--- src/rtl/llsc_pkg.sv ---
package llsc_pkg;

  // Completion kinds; the encoding is visible at the top-level port.
  typedef enum logic [1:0] {
    KIND_LOAD  = 2'b00,
    KIND_LL    = 2'b01,
    KIND_SC    = 2'b10,
    KIND_STORE = 2'b11
  } cmp_kind_e;

endpackage

--- src/rtl/llsc_slot_cam.sv ---
// Parallel line-address comparison against every reservation slot.
module llsc_slot_cam #(
  parameter int SLOTS  = 4,
  parameter int LINE_W = 26
) (
  input  logic [SLOTS-1:0]             slot_live,
  input  logic [SLOTS-1:0][LINE_W-1:0] slot_line,
  input  logic [LINE_W-1:0]            key_line,
  output logic [SLOTS-1:0]             line_hit
);

  for (genvar g = 0; g < SLOTS; g++) begin : g_cmp
    assign line_hit[g] = slot_live[g] && (slot_line[g] == key_line);
  end

endmodule

--- src/rtl/llsc_victim_sel.sv ---
// Picks the slot a load-linked writes: the slot already holding the line,
// else the lowest free slot, else the slot with the highest age.
// tgt_age returns the age the target held, or SLOTS when it was free.
module llsc_victim_sel #(
  parameter int SLOTS = 4,
  parameter int IDX_W = 2,
  parameter int CNT_W = 3
) (
  input  logic [SLOTS-1:0]            live,
  input  logic [SLOTS-1:0][CNT_W-1:0] age,
  input  logic [SLOTS-1:0]            hit,
  output logic [IDX_W-1:0]            tgt,
  output logic [CNT_W-1:0]            tgt_age
);

  logic [CNT_W-1:0] best_age;

  always_comb begin
    tgt      = '0;
    tgt_age  = CNT_W'(SLOTS);
    best_age = '0;
    if (|hit) begin
      for (int s = 0; s < SLOTS; s++) begin
        if (hit[s]) begin
          tgt     = IDX_W'(s);
          tgt_age = age[s];
        end
      end
    end else if (!(&live)) begin
      for (int s = SLOTS - 1; s >= 0; s--) begin
        if (!live[s]) tgt = IDX_W'(s);
      end
    end else begin
      for (int s = 0; s < SLOTS; s++) begin
        if (age[s] >= best_age) begin
          best_age = age[s];
          tgt      = IDX_W'(s);
        end
      end
      tgt_age = best_age;
    end
  end

endmodule

--- src/rtl/llsc_monitor.sv ---
module llsc_monitor
  import llsc_pkg::*;
#(
  parameter int SLOTS  = 4,
  parameter int LINE_W = 26,
  parameter int ID_W   = 4
) (
  input  logic                          clk,
  input  logic                          rst,
  input  logic                          bypass_i,
  input  logic                          cmp_valid_i,
  input  logic [1:0]                    cmp_kind_i,
  input  logic [LINE_W-1:0]             cmp_line_i,
  input  logic [ID_W-1:0]               cmp_id_i,
  input  logic                          inv_valid_i,
  input  logic [LINE_W-1:0]             inv_line_i,
  output logic                          sc_done_o,
  output logic                          sc_ok_o,
  output logic [SLOTS-1:0]              resv_valid_o,
  output logic [$clog2(SLOTS+1)-1:0]    resv_count_o
);

  localparam int IDX_W = (SLOTS > 1) ? $clog2(SLOTS) : 1;
  localparam int CNT_W = $clog2(SLOTS + 1);

  // Slot state: age 0 is the most recently set or renewed reservation.
  logic [SLOTS-1:0]             slot_v;
  logic [SLOTS-1:0][LINE_W-1:0] slot_line;
  logic [SLOTS-1:0][ID_W-1:0]   slot_id;
  logic [SLOTS-1:0][CNT_W-1:0]  slot_age;

  cmp_kind_e kind;
  logic      is_ll, is_sc, is_st;
  assign kind  = cmp_kind_e'(cmp_kind_i);
  assign is_ll = cmp_valid_i && (kind == KIND_LL);
  assign is_sc = cmp_valid_i && (kind == KIND_SC);
  assign is_st = cmp_valid_i && (kind == KIND_STORE);

  // Address matches for the completion and for the invalidation.
  logic [SLOTS-1:0] hit_cmp, hit_inv, id_eq, owned;

  llsc_slot_cam #(.SLOTS(SLOTS), .LINE_W(LINE_W)) i_cam_cmp (
    .slot_live (slot_v),
    .slot_line (slot_line),
    .key_line  (cmp_line_i),
    .line_hit  (hit_cmp)
  );

  llsc_slot_cam #(.SLOTS(SLOTS), .LINE_W(LINE_W)) i_cam_inv (
    .slot_live (slot_v),
    .slot_line (slot_line),
    .key_line  (inv_line_i),
    .line_hit  (hit_inv)
  );

  for (genvar g = 0; g < SLOTS; g++) begin : g_owner
    assign id_eq[g] = (slot_id[g] == cmp_id_i);
  end
  assign owned = hit_cmp & id_eq;

  // Verdict uses the state before this cycle's clears (check first).
  logic sc_pass;
  assign sc_pass = |owned;

  // Clears from the completion and from the invalidation.
  logic [SLOTS-1:0] clr;
  always_comb begin
    clr = '0;
    if (is_sc)       clr = clr | hit_cmp;
    if (is_st)       clr = clr | owned;
    if (inv_valid_i) clr = clr | hit_inv;
  end

  // After clears: survivors keep their relative order, ages compacted.
  logic [SLOTS-1:0]            v_post;
  logic [SLOTS-1:0][CNT_W-1:0] age_post;
  logic [CNT_W-1:0]            dec_acc;
  assign v_post = slot_v & ~clr;

  always_comb begin
    age_post = slot_age;
    dec_acc  = '0;
    for (int s = 0; s < SLOTS; s++) begin
      dec_acc = '0;
      for (int j = 0; j < SLOTS; j++) begin
        if (clr[j] && slot_v[j] && (slot_age[j] < slot_age[s]))
          dec_acc = dec_acc + CNT_W'(1);
      end
      age_post[s] = slot_age[s] - dec_acc;
    end
  end

  // Target slot for a load-linked, chosen on the post-clear state.
  logic [SLOTS-1:0] hit_post;
  logic [IDX_W-1:0] tgt;
  logic [CNT_W-1:0] tgt_old;
  assign hit_post = hit_cmp & v_post;

  llsc_victim_sel #(.SLOTS(SLOTS), .IDX_W(IDX_W), .CNT_W(CNT_W)) i_victim (
    .live    (v_post),
    .age     (age_post),
    .hit     (hit_post),
    .tgt     (tgt),
    .tgt_age (tgt_old)
  );

  // Next state.
  logic [SLOTS-1:0]             nxt_v;
  logic [SLOTS-1:0][LINE_W-1:0] nxt_line;
  logic [SLOTS-1:0][ID_W-1:0]   nxt_id;
  logic [SLOTS-1:0][CNT_W-1:0]  nxt_age;

  always_comb begin
    nxt_v    = v_post;
    nxt_line = slot_line;
    nxt_id   = slot_id;
    nxt_age  = age_post;
    if (is_ll) begin
      for (int s = 0; s < SLOTS; s++) begin
        if (v_post[s] && (IDX_W'(s) != tgt) && (age_post[s] < tgt_old))
          nxt_age[s] = age_post[s] + CNT_W'(1);
      end
      nxt_v[tgt]    = 1'b1;
      nxt_line[tgt] = cmp_line_i;
      nxt_id[tgt]   = cmp_id_i;
      nxt_age[tgt]  = '0;
    end
  end

  logic [CNT_W-1:0] cnt_q;
  logic             done_q, ok_q;

  always_ff @(posedge clk) begin
    if (rst) begin
      slot_v    <= '0;
      slot_line <= '0;
      slot_id   <= '0;
      slot_age  <= '0;
      cnt_q     <= '0;
      done_q    <= 1'b0;
      ok_q      <= 1'b0;
    end else begin
      slot_v    <= nxt_v;
      slot_line <= nxt_line;
      slot_id   <= nxt_id;
      slot_age  <= nxt_age;
      cnt_q     <= CNT_W'($countones(nxt_v));
      done_q    <= is_sc;
      ok_q      <= is_sc && (bypass_i || sc_pass);
    end
  end

  assign sc_done_o    = done_q;
  assign sc_ok_o      = ok_q;
  assign resv_valid_o = slot_v;
  assign resv_count_o = cnt_q;

  // ---------------------------------------------------------------------
  // Assertions
  // ---------------------------------------------------------------------
  assert_done_after_sc_R2: assert property (@(posedge clk) disable iff (rst)
    is_sc |=> sc_done_o);

  assert_no_stray_done_R2: assert property (@(posedge clk) disable iff (rst)
    !is_sc |=> !sc_done_o);

  assert_ok_within_done_R3: assert property (@(posedge clk) disable iff (rst)
    sc_ok_o |-> sc_done_o);

  assert_bypass_passes_R10: assert property (@(posedge clk) disable iff (rst)
    (is_sc && bypass_i) |=> sc_ok_o);

  assert_ll_reserves_R1: assert property (@(posedge clk) disable iff (rst)
    is_ll |=> (resv_count_o != '0));

  // A second store-conditional right after one to the same line finds no
  // reservation: the first cleared it and nothing in between can set it.
  assert_sc_consumes_R4: assert property (@(posedge clk) disable iff (rst)
    (is_sc && !bypass_i && $past(is_sc) && (cmp_line_i == $past(cmp_line_i)))
      |=> !sc_ok_o);

  // With all slots live, compacted ages must place a slot at SLOTS-1.
  assert_oldest_found_R9: assert property (@(posedge clk) disable iff (rst)
    (is_ll && (&v_post) && !(|hit_post)) |-> (tgt_old == CNT_W'(SLOTS - 1)));

endmodule

--- config.mk ---
export PLATFORM = sky130hd
export DESIGN_NAME = llsc_monitor
export DESIGN_NICKNAME = d
export VERILOG_FILES = /design/src/rtl/llsc_pkg.sv /design/src/rtl/llsc_slot_cam.sv /design/src/rtl/llsc_victim_sel.sv /design/src/rtl/llsc_monitor.sv
export SDC_FILE = /design/constraint.sdc
export NUM_CORES = 1
export LEC_CHECK = 0
export BUFFER_PORTS_ARGS = -buffer_cell sky130_fd_sc_hd__buf_2
export CORE_ASPECT_RATIO = 1.25
export CORE_UTILIZATION = 25
export CTS_CLUSTER_SIZE = 16
export DETAILED_ROUTE_END_ITERATION = 12
export PLACE_DENSITY = 0.48
export SLEW_MARGIN = 20
export SYNTH_ARGS = -nofsm -noshare
export SYNTH_HDL_FRONTEND = slang
export SYNTH_SLANG_ARGS = --single-unit
export TNS_END_PERCENT = 50
--- constraint.sdc ---
create_clock -name clk -period 18.07 [get_ports clk]
set_clock_uncertainty 0.05 [all_clocks]
set_input_delay 0.9035 -clock clk [delete_from_list [all_inputs] [get_ports clk]]
set_output_delay 0.9035 -clock clk [all_outputs]
set_load 0.05 [all_outputs]
==> results of run 1 <==
-- stage by stage --
stage               area, sq um  power [uW]  hold slack, ps  setup slack, ps
floorplan                 10000         377             400             8700
global placement          10700         410             407             5590
detailed placement        10700         409             415             5500
CTS                       11300         784             423             5900
global route              11300         804             450             5440
finish                    11300         778             423             5880
-- worst paths after layout --
kind	from	to	cells past startpoint
setup / recovery	cmp_line_i[0]	resv_count_o[1]	42
hold / removal	slot_id[8]	slot_id[8]	2
setup reg to reg	slot_line[0]	resv_count_o[1]	41
hold reg to reg	slot_id[8]	slot_id[8]	2
-- cells in the mapped netlist, types with 6 or more instances --
library cell,number
dfxtp_1,141
xnor2_1,127
nor2_1,117
xor2_1,106
nand2_1,101
mux2i_1,95
a21oi_1,56
ha_1,44
inv_1,40
nand4_1,40
nor4_1,33
buf_2,25
clkbuf_1,24
nand3_1,23
nor3_1,14
a21o_1,13
nor2b_1,11
buf_6,10
o21ai_0,10
nand2b_1,9
or2_2,7
xnor2_2,7
buf_4,6
-- flip-flops by register name (all words and copies together) (netlist names) --
register and flops:
sc_ok_o 1, resv_count_o 3, resv_valid_o 4, slot_id 16, slot_line 104, sc_done_o 1
slot_age 12
-- worst reg2reg max path, delay by kind of cell (launching register included) --
family | cells | cell delay (ps)
flops | 1 | 420
simple gates | 17 | 5180
fa+ha+maj | 9 | 2850
buf+inv | 1 | 170
xor+xnor | 2 | 270
compound gates | 12 | 2750
-- cell type report --
type | count | area (sq um)
repair buffers | 77 | 403
clock inverters | 12 | 160
multi-input cells | 912 | 6700
fillers | 4231 | 28000
clock buffers | 20 | 457
well taps | 498 | 623
inverters | 40 | 150
flip-flops and latches | 141 | 2820
-- power groups by stage --
stage	Sequential, uW	Combinational [uW]	Clock, uW
2_1_floorplan	325	52.1	0
3_3_place_gp	325	85.4	0
3_5_place_dp	325	84.9	0
4_1_cts	318	85.4	381
5_1_grt	318	90.4	395
6_report	318	84.9	375
-- layer usage --
layer | GRT usage | vias up | wire length [um] | part of all wire
li1 | - | 4026 | - | -
met1 | 0.205 | 3929 | 14900 | 0.41
met2 | 0.327 | 213 | 18500 | 0.51
met3 | 0.0223 | 62 | 1120 | 0.031
met4 | 0.0872 | 0 | 1520 | 0.042
met5 | 0 | - | 0 | 0
-- cell families (layout without fill, tap and decap cells) --
kind of cell / count (synthesis) / after routing / share of synthesized area
AOI/OAI and AO/OA: 134 / 134 / 0.0941
buffers and inverters: 105 / 149 / 0.0522
and+or+nand+nor: 389 / 389 / 0.191
xor gates and xnor gates: 241 / 241 / 0.217
muxes: 96 / 96 / 0.0960
adders and majority gates: 52 / 52 / 0.0682
DFF: 141 / 141 / 0.282
==> metrics.md, run 1 <==
| Metric | Value |
|---|---|
| Die height | between 200 and 250 um |
| DR vias | between 8000 and 9000 |
| HP Class | flop to flop |
| Netlist cell types | a little under 80 |
| CP max stage cell | or3_2 |
| Initial cell density of the core | 0.255 |
| Clk_lat worst skew | around 440 ps |
| Critical path launch point type | input pin |
| CTS Buffer Depth | 2 |
| Initial DRC Count | between 400 and 500 |
| Gate power share | 0.109 |
| Max H-tree Level | 4 |
| Setup TNS | 0 ps |
| FMAX | between 0.08 and 0.09 GHz |
| Avg Cell Area, Syn | between 8 and 9 sq um |
| Final #Nets | ~1300 |
| CTS resizes | 0 |
| Yosys top cell area share | 0.282 |
| FF+latch count, synth | around 140 |
| Fin crit period | 12190 ps |
| Synth Warn # | 0 |
| Register share of total power | 0.408 |
| Hold Vio Cnt, Final | 0 |
| Max Cap Violations | 0 |
| Status | finished, final reports clean |
| Worst slew pin tran | between 1000 and 1500 ps |
| CTS sink cnt | about 140 |
| Clock-pin slew on the worst setup and hold paths | ~60 ps |
| Layout cell share with drive strength beyond 1 | 0.126 |
| Critical Path Fanout Max | 32 |
| Post-CTS Setup Bufs | 0 |
| Peak VDD IR | between 40 and 50 uV |
| Crit path max-delay family | simple AND/OR/NAND/NOR gates |
| Vias per cell | between 4 and 5 |
| HPWL after DPL | about 28 mm |
| Antenna violations before repair | 1 |
| CP bufs+invs | 2 |
| Layout area overhead | 12.9% |
| Finish-stage setup viols | 0 |
| DRT Pass-1 Iters | 6 |
| Total grt overflow | 0 |
| Fin cells | 1700 |
| Die footprint | roughly 40000 sq um |
| Inst Count DP | 1668 |
| Port Buffers | 71 |
| Fin util | 0.288 |
| Slew HR | 0.260 |
| Core Box Area | just under 40000 sq um |
| Worst setup EP type | flop |
| DRT Wirelength | around 36 mm |
| Pin count of the biggest net entering global routing | 79 |
| FF-to-FF setup slack | between 6000 and 7000 ps |
| Syn Nets | around 1300 |
| Post-route ant nets | 0 |
| RSZ-0062 raised after global routing | false |
| Number of flops mapped to enable cells by yosys | 0 |
| Pins Over Slew Limit | 0 |
| Yosys top cell by area | dfxtp_1 |
| Post-synthesis cell count | between 1000 and 1500 |
| TritonCTS clock tree | yes |
| CTS Buf Count | 17 |
| CP most frequent cell | ha_1 |
| Wirelength per Cell | about 21 um |
| GRT Util Overall | 0.179 |
| Most frequent cells in the layout | 141 x dfxtp_1, 127 x xnor2_1, 116 x nor2_1 |
| Internal Dissipation | 569 uW |
| Async S/R FF share, synth | 0 |
| DRC Markers | 0 |
| Sw Share | 0.269 |
| Diodes inserted | 0 |
| RD Place Congestion | between 0.9 and 1 |
| Die X | between 150 and 200 um |
| Seq/Total Area, Yosys | 0.282 |
| Commonest non-fill, non-tap cell in the layout | dfxtp_1 |
| Critical path type | input pin to flop |
| Final period utilization | 0.675 |
| Pwr Density | between 60 and 70 nW/um^2 |
| # hold bufs at CTS | 0 |
| Critical Path AT | 12430 ps |
| Root Buffer | clkbuf_16 |
| Critical path data required time | 18310 ps |
| Clock Power Share | 0.483 |
| Vias in the first global route | 8284 |
| Switch Pwr | approximately 210 uW |
| Pleak | 0.00466 uW |
| Row Count | 81 |
| Top cells by area, synth | dfxtp_1 28%, xnor2_1 11%, mux2i_1 9.5% |
| Post-Syn Area | approximately 10000 sq um |
| Ports | 72 |
| Slowest Stage Delay on Critical Path | between 900 and 1000 ps |
| Post-synth top flop | dfxtp_1 |
| Global-route wire length before repair | ~53 mm |
Power figures use the tool's default switching activity.
==> run 2, diff against run 1 <==
clock period = 12.2 ns   (was 18.07 ns; I/O delays follow)
==> metrics.md, run 2 (synthesis gave the netlist of run 1 again) <==
| Metric | Value |
|---|---|
| Diodes inserted | 0 |
| CTS resizes | 0 |
| DR vias | roughly 8200 |
| Die X | around 180 um |
| HP Start | slot_id[11] |
| Global-route wire length before repair | about 53 mm |
| Layout cell share with drive strength beyond 1 | 0.125 |
| Clock-pin slew on the worst setup and hold paths | roughly 60 ps |
| Post-CTS Setup Bufs | 0 |
| Peak VDD IR | 63.0 uV |
| Finish-stage setup viols | 0 |
| Slowest Stage Delay on Critical Path | 790 ps |
| Ports | 72 |
| Commonest non-fill, non-tap cell in the layout | dfxtp_1 |
| Critical Path Source | cmp_line_i[23] |
| Critical Path Fanout Max | 8 |
| Initial DRC Count | 479 |
| Top Registers | slot_line: 104 flops, slot_id: 16 flops, slot_age: 12 flops |
| HPWL after DPL | between 20 and 30 mm |
| Pleak | roughly 0.0047 uW |
| GRT Util Overall | 0.175 |
| CTS sink cnt | roughly 140 |
| Wirelength per Cell | roughly 21 um |
| CTS Buf Count | 17 |
| Critical path type | input pin to flop |
| Final period utilization | 0.888 |
| Pwr Density | roughly 100 nW/um^2 |
| Critical path launch point type | input pin |
| Final #Nets | approximately 1300 |
| Antenna violations before repair | 1 |
| Critical path data required time | approximately 12000 ps |
| Slew HR | 0.400 |
| RD Place Congestion | between 0.9 and 1 |
| Root Buffer | clkbuf_16 |
| Max Cap Violations | 0 |
| Top reg by flops | slot_line |
| Die footprint | just over 40000 sq um |
| Vias in the first global route | 8131 |
| Clk_lat worst skew | roughly 430 ps |
| Setup TNS | 0 ps |
| Total grt overflow | 0 |
| Hold path cells | 2 |
| Fin crit period | 10830 ps |
| Worst r2r src | slot_line[0] |
| DRT Wirelength | roughly 35 mm |
| Vias per cell | just under 5 |
| Fin cells | approximately 1700 |
| CTS Buffer Depth | 2 |
| Max H-tree Level | 4 |
| Finished Cell Area | about 11000 sq um |
| HP Class | flop to flop |
| Worst slew pin tran | about 900 ps |
| CP most frequent cell | ha_1 |
| RSZ-0062 raised after global routing | false |
| Hold Vio Cnt, Final | 0 |
| Row Count | just over 80 |
| Worst setup EP type | flop |
| Layout area overhead | 12.9% |
| TritonCTS clock tree | yes |
| CP max stage cell | nor4_1 |
| Status | finished, final reports clean |
| DRC Markers | 0 |
| Inst Count DP | 1669 |
| Pins Over Slew Limit | 0 |
| FMAX | 0.0923 GHz |
| # hold bufs at CTS | 0 |
| Port Buffers | 71 |
| Core Box Area | between 30000 and 40000 sq um |
| DRT Pass-1 Iters | 5 |
| Post-route ant nets | 0 |
| Area after DPL | 10700 sq um |
| Worst r2r path cells | 41 |
| Die height | roughly 230 um |
| Initial cell density of the core | 0.255 |
| Largest register FFs | between 100 and 150 |
| Most frequent cells in the layout | 141 x dfxtp_1, 127 x xnor2_1, 116 x nor2_1 |
| Critical Path AT | roughly 11000 ps |
| Pin count of the biggest net entering global routing | 78 |
## run 2: cell types whose count changed in the layout (fill, tap and decap cells not counted), moves of 2 or more
cell / delta
clkbuf_8: -2
clkbuf_1: +3
clkinv_4: -4
clkinvlp_4: +2
## run 2: critical path: cells and delay by family
family,cells,cell delay [ps]
simple gates,17,4340
buf+inv,2,330
xor+xnor,2,350
fa+ha+maj,9,2870
compound gates,12,2550
## run 2: per-stage QoR
step | power (uW) | util | hold slack, ps | setup slack, ps
floorplan | 558 | - | 400 | 3130
global placement | 606 | 0.272 | 409 | 1120
detailed placement | 605 | 0.272 | 415 | 1070
CTS | 1160 | 0.288 | 423 | 1510
global route | 1190 | 0.288 | 452 | 864
finish | 1150 | 0.288 | 416 | 1370
## run 2: final cells by class
type / count / area, sq um
inverters: 40 / 150
well taps: 498 / 623
clock inverters: 11 / 166
clock buffers: 21 / 440
flip-flops and latches: 141 / 2820
multi-input cells: 912 / 6700
repair buffers: 78 / 410
fillers: 4252 / 28000
## run 2: worst paths after layout
path	to	slack (ps)
max	resv_count_o[1]	1370
min	slot_id[11]	420
max reg2reg	resv_count_o[1]	1410
min reg2reg	slot_id[11]	420
## run 2: metal layers
| layer | global-route usage | routed length [um] |
|---|---|---|
| met1 | 0.203 | 14400 |
| met2 | 0.315 | 18000 |
| met3 | 0.0239 | 1420 |
| met4 | 0.0878 | 1600 |
| met5 | 0 | 0 |
## run 2: power breakdown
group	switching, uW	internal (uW)
logic	81.3	43.0
registers	5.27	465
clock network	214	342
==> run 3, diff against run 2 <==
CTS_BUF_LIST = sky130_fd_sc_hd__clkbuf_4 sky130_fd_sc_hd__clkbuf_8   (was default)
==> metrics.md, run 3 (synthesis gave the netlist of run 1 again) <==
| Metric | Value |
|---|---|
| Fin util | 0.283 |
| Global-route wire length before repair | about 52 mm |
| Ports | roughly 70 |
| DRT Pass-1 Iters | 5 |
| Diodes inserted | 0 |
| HP Class | flop to flop |
| Die footprint | between 40000 and 50000 sq um |
| CP most frequent cell | ha_1 |
| Hold Vio Cnt, Final | 0 |
| Wirelength per Cell | ~21 um |
| CTS Buffer Depth | 2 |
| Critical path launch point type | input pin |
| Top Registers | slot_line: 104 flops, slot_id: 16 flops, slot_age: 12 flops |
| Fin cells | 1701 |
| RD Place Congestion | 0.975 |
| Fin crit period | 10760 ps |
| Gate power share | 0.122 |
| DRT Wirelength | 35.5 mm |
| Slew HR | 0.390 |
| Row Count | 81 |
| Slowest Stage Delay on Critical Path | 810 ps |
| Layout area overhead | 11.1% |
| Fillers | 4275 |
| Root Buffer | clkbuf_8 |
| Finish-stage setup viols | 0 |
| CTS Buf Count | 17 |
| GRT Util Overall | 0.175 |
| Most frequent cells in the layout | 141 x dfxtp_1, 127 x xnor2_1, 116 x nor2_1 |
| Antenna violations before repair | 1 |
| Status | finished, final reports clean |
| Pin count of the biggest net entering global routing | 78 |
| Port Buffers | 71 |
| Die height | between 200 and 250 um |
| Largest register FFs | 104 |
| RSZ-0062 raised after global routing | false |
| Internal Dissipation | between 700 and 800 uW |
| CP max stage cell | nor4_1 |
| Critical path data required time | about 12000 ps |
| Inst Count DP | 1669 |
| Critical path type | input pin to flop |
| Pleak | 0.00458 uW |
| Vias per cell | ~4.8 |
| Peak VDD IR | roughly 55 uV |
| Post-route ant nets | 0 |
| # hold bufs at CTS | 0 |
| Clock Power Share | 0.417 |
| Max Cap Violations | 0 |
| Clock-pin slew on the worst setup and hold paths | approximately 80 ps |
| Pins Over Slew Limit | 0 |
| Setup TNS | 0 ps |
| Commonest non-fill, non-tap cell in the layout | dfxtp_1 |
| CTS resizes | 0 |
| Switch Pwr | approximately 280 uW |
| Total grt overflow | 0 |
| Worst slew pin tran | a little over 900 ps |
| Post-CTS Setup Bufs | 0 |
| Initial cell density of the core | 0.255 |
| CTS sink cnt | around 140 |
| Critical Path Fanout Max | 8 |
| DRC Markers | 0 |
| Top reg by flops | slot_line |
| Register share of total power | 0.460 |
| FMAX | between 0.09 and 0.1 GHz |
| Die X | around 180 um |
| Vias in the first global route | 8094 |
| Critical Path AT | 11030 ps |
| Initial DRC Count | 466 |
| Core Box Area | between 30000 and 40000 sq um |
| HPWL after DPL | roughly 28 mm |
| Final period utilization | 0.882 |
| Final #Nets | 1302 |
| Worst setup EP type | flop |
| TritonCTS clock tree | yes |
| Sw Share | 0.276 |
| Pwr Density | between 90 and 100 nW/um^2 |
| Clk_lat worst skew | 460 ps |
| DR vias | 8221 |
| Max H-tree Level | 4 |
| Layout cell share with drive strength beyond 1 | 0.128 |
run 3: stage by stage:
| step | hold slack (ps) | worst slack (ps) | total power, uW | area (sq um) |
|---|---|---|---|---|
| after floorplan | 400 | 3130 | 558 | 10000 |
| after global placement | 409 | 1120 | 606 | 10700 |
| after detailed placement | 415 | 1070 | 605 | 10700 |
| after CTS | 406 | 1540 | 1030 | 11100 |
| after global routing | 414 | 889 | 1060 | 11100 |
| final | 420 | 1440 | 1020 | 11100 |
run 3: layout make-up:
class                      count  area [sq um]  area share
multi-input combinational    912          6700       0.602
sequential                   141          2820       0.253
clock inverter                11           166      0.0149
inverter                      40           150      0.0135
tap                          498           623      0.0559
timing repair buffer          78           410      0.0368
clock buffer                  21           264      0.0237
run 3: metal layers:
metal | vias up | track usage | part of all wire
met1 | 3912 | 0.203 | 0.41
met2 | 212 | 0.315 | 0.51
met3 | 70 | 0.0235 | 0.032
met5 | - | 0 | 0
met4 | 0 | 0.0861 | 0.044
li1 | 4027 | - | -
run 3: path summary, 6_finish.rpt:
path                        from         endpoint  slack [ps]  depth (start not counted)
setup / recovery  cmp_line_i[23]  resv_count_o[1]        1440                         42
hold / removal       slot_id[11]      slot_id[11]         420                          2
setup reg to reg    slot_line[0]  resv_count_o[1]        1450                         41
hold reg to reg      slot_id[11]      slot_id[11]         420                          2
run 3: worst max-delay path, delay by kind of cell:
kind,cells,cell delay [ps]
XOR/XNOR,2,350
adder cells (fa/ha/maj),9,2860
buffers and inverters,2,330
AND/OR/NAND/NOR,17,4360
AO/OA/AOI/OAI,12,2500
run 3: power by group through the flow:
| stage | Sequential, uW | Combinational [uW] | Clock (uW) |
|---|---|---|---|
| 2_1_floorplan | 481 | 77.1 | 0 |
| 3_3_place_gp | 481 | 125 | 0 |
| 3_5_place_dp | 481 | 125 | 0 |
| 4_1_cts | 470 | 125 | 436 |
| 5_1_grt | 470 | 132 | 454 |
| 6_report | 470 | 125 | 426 |
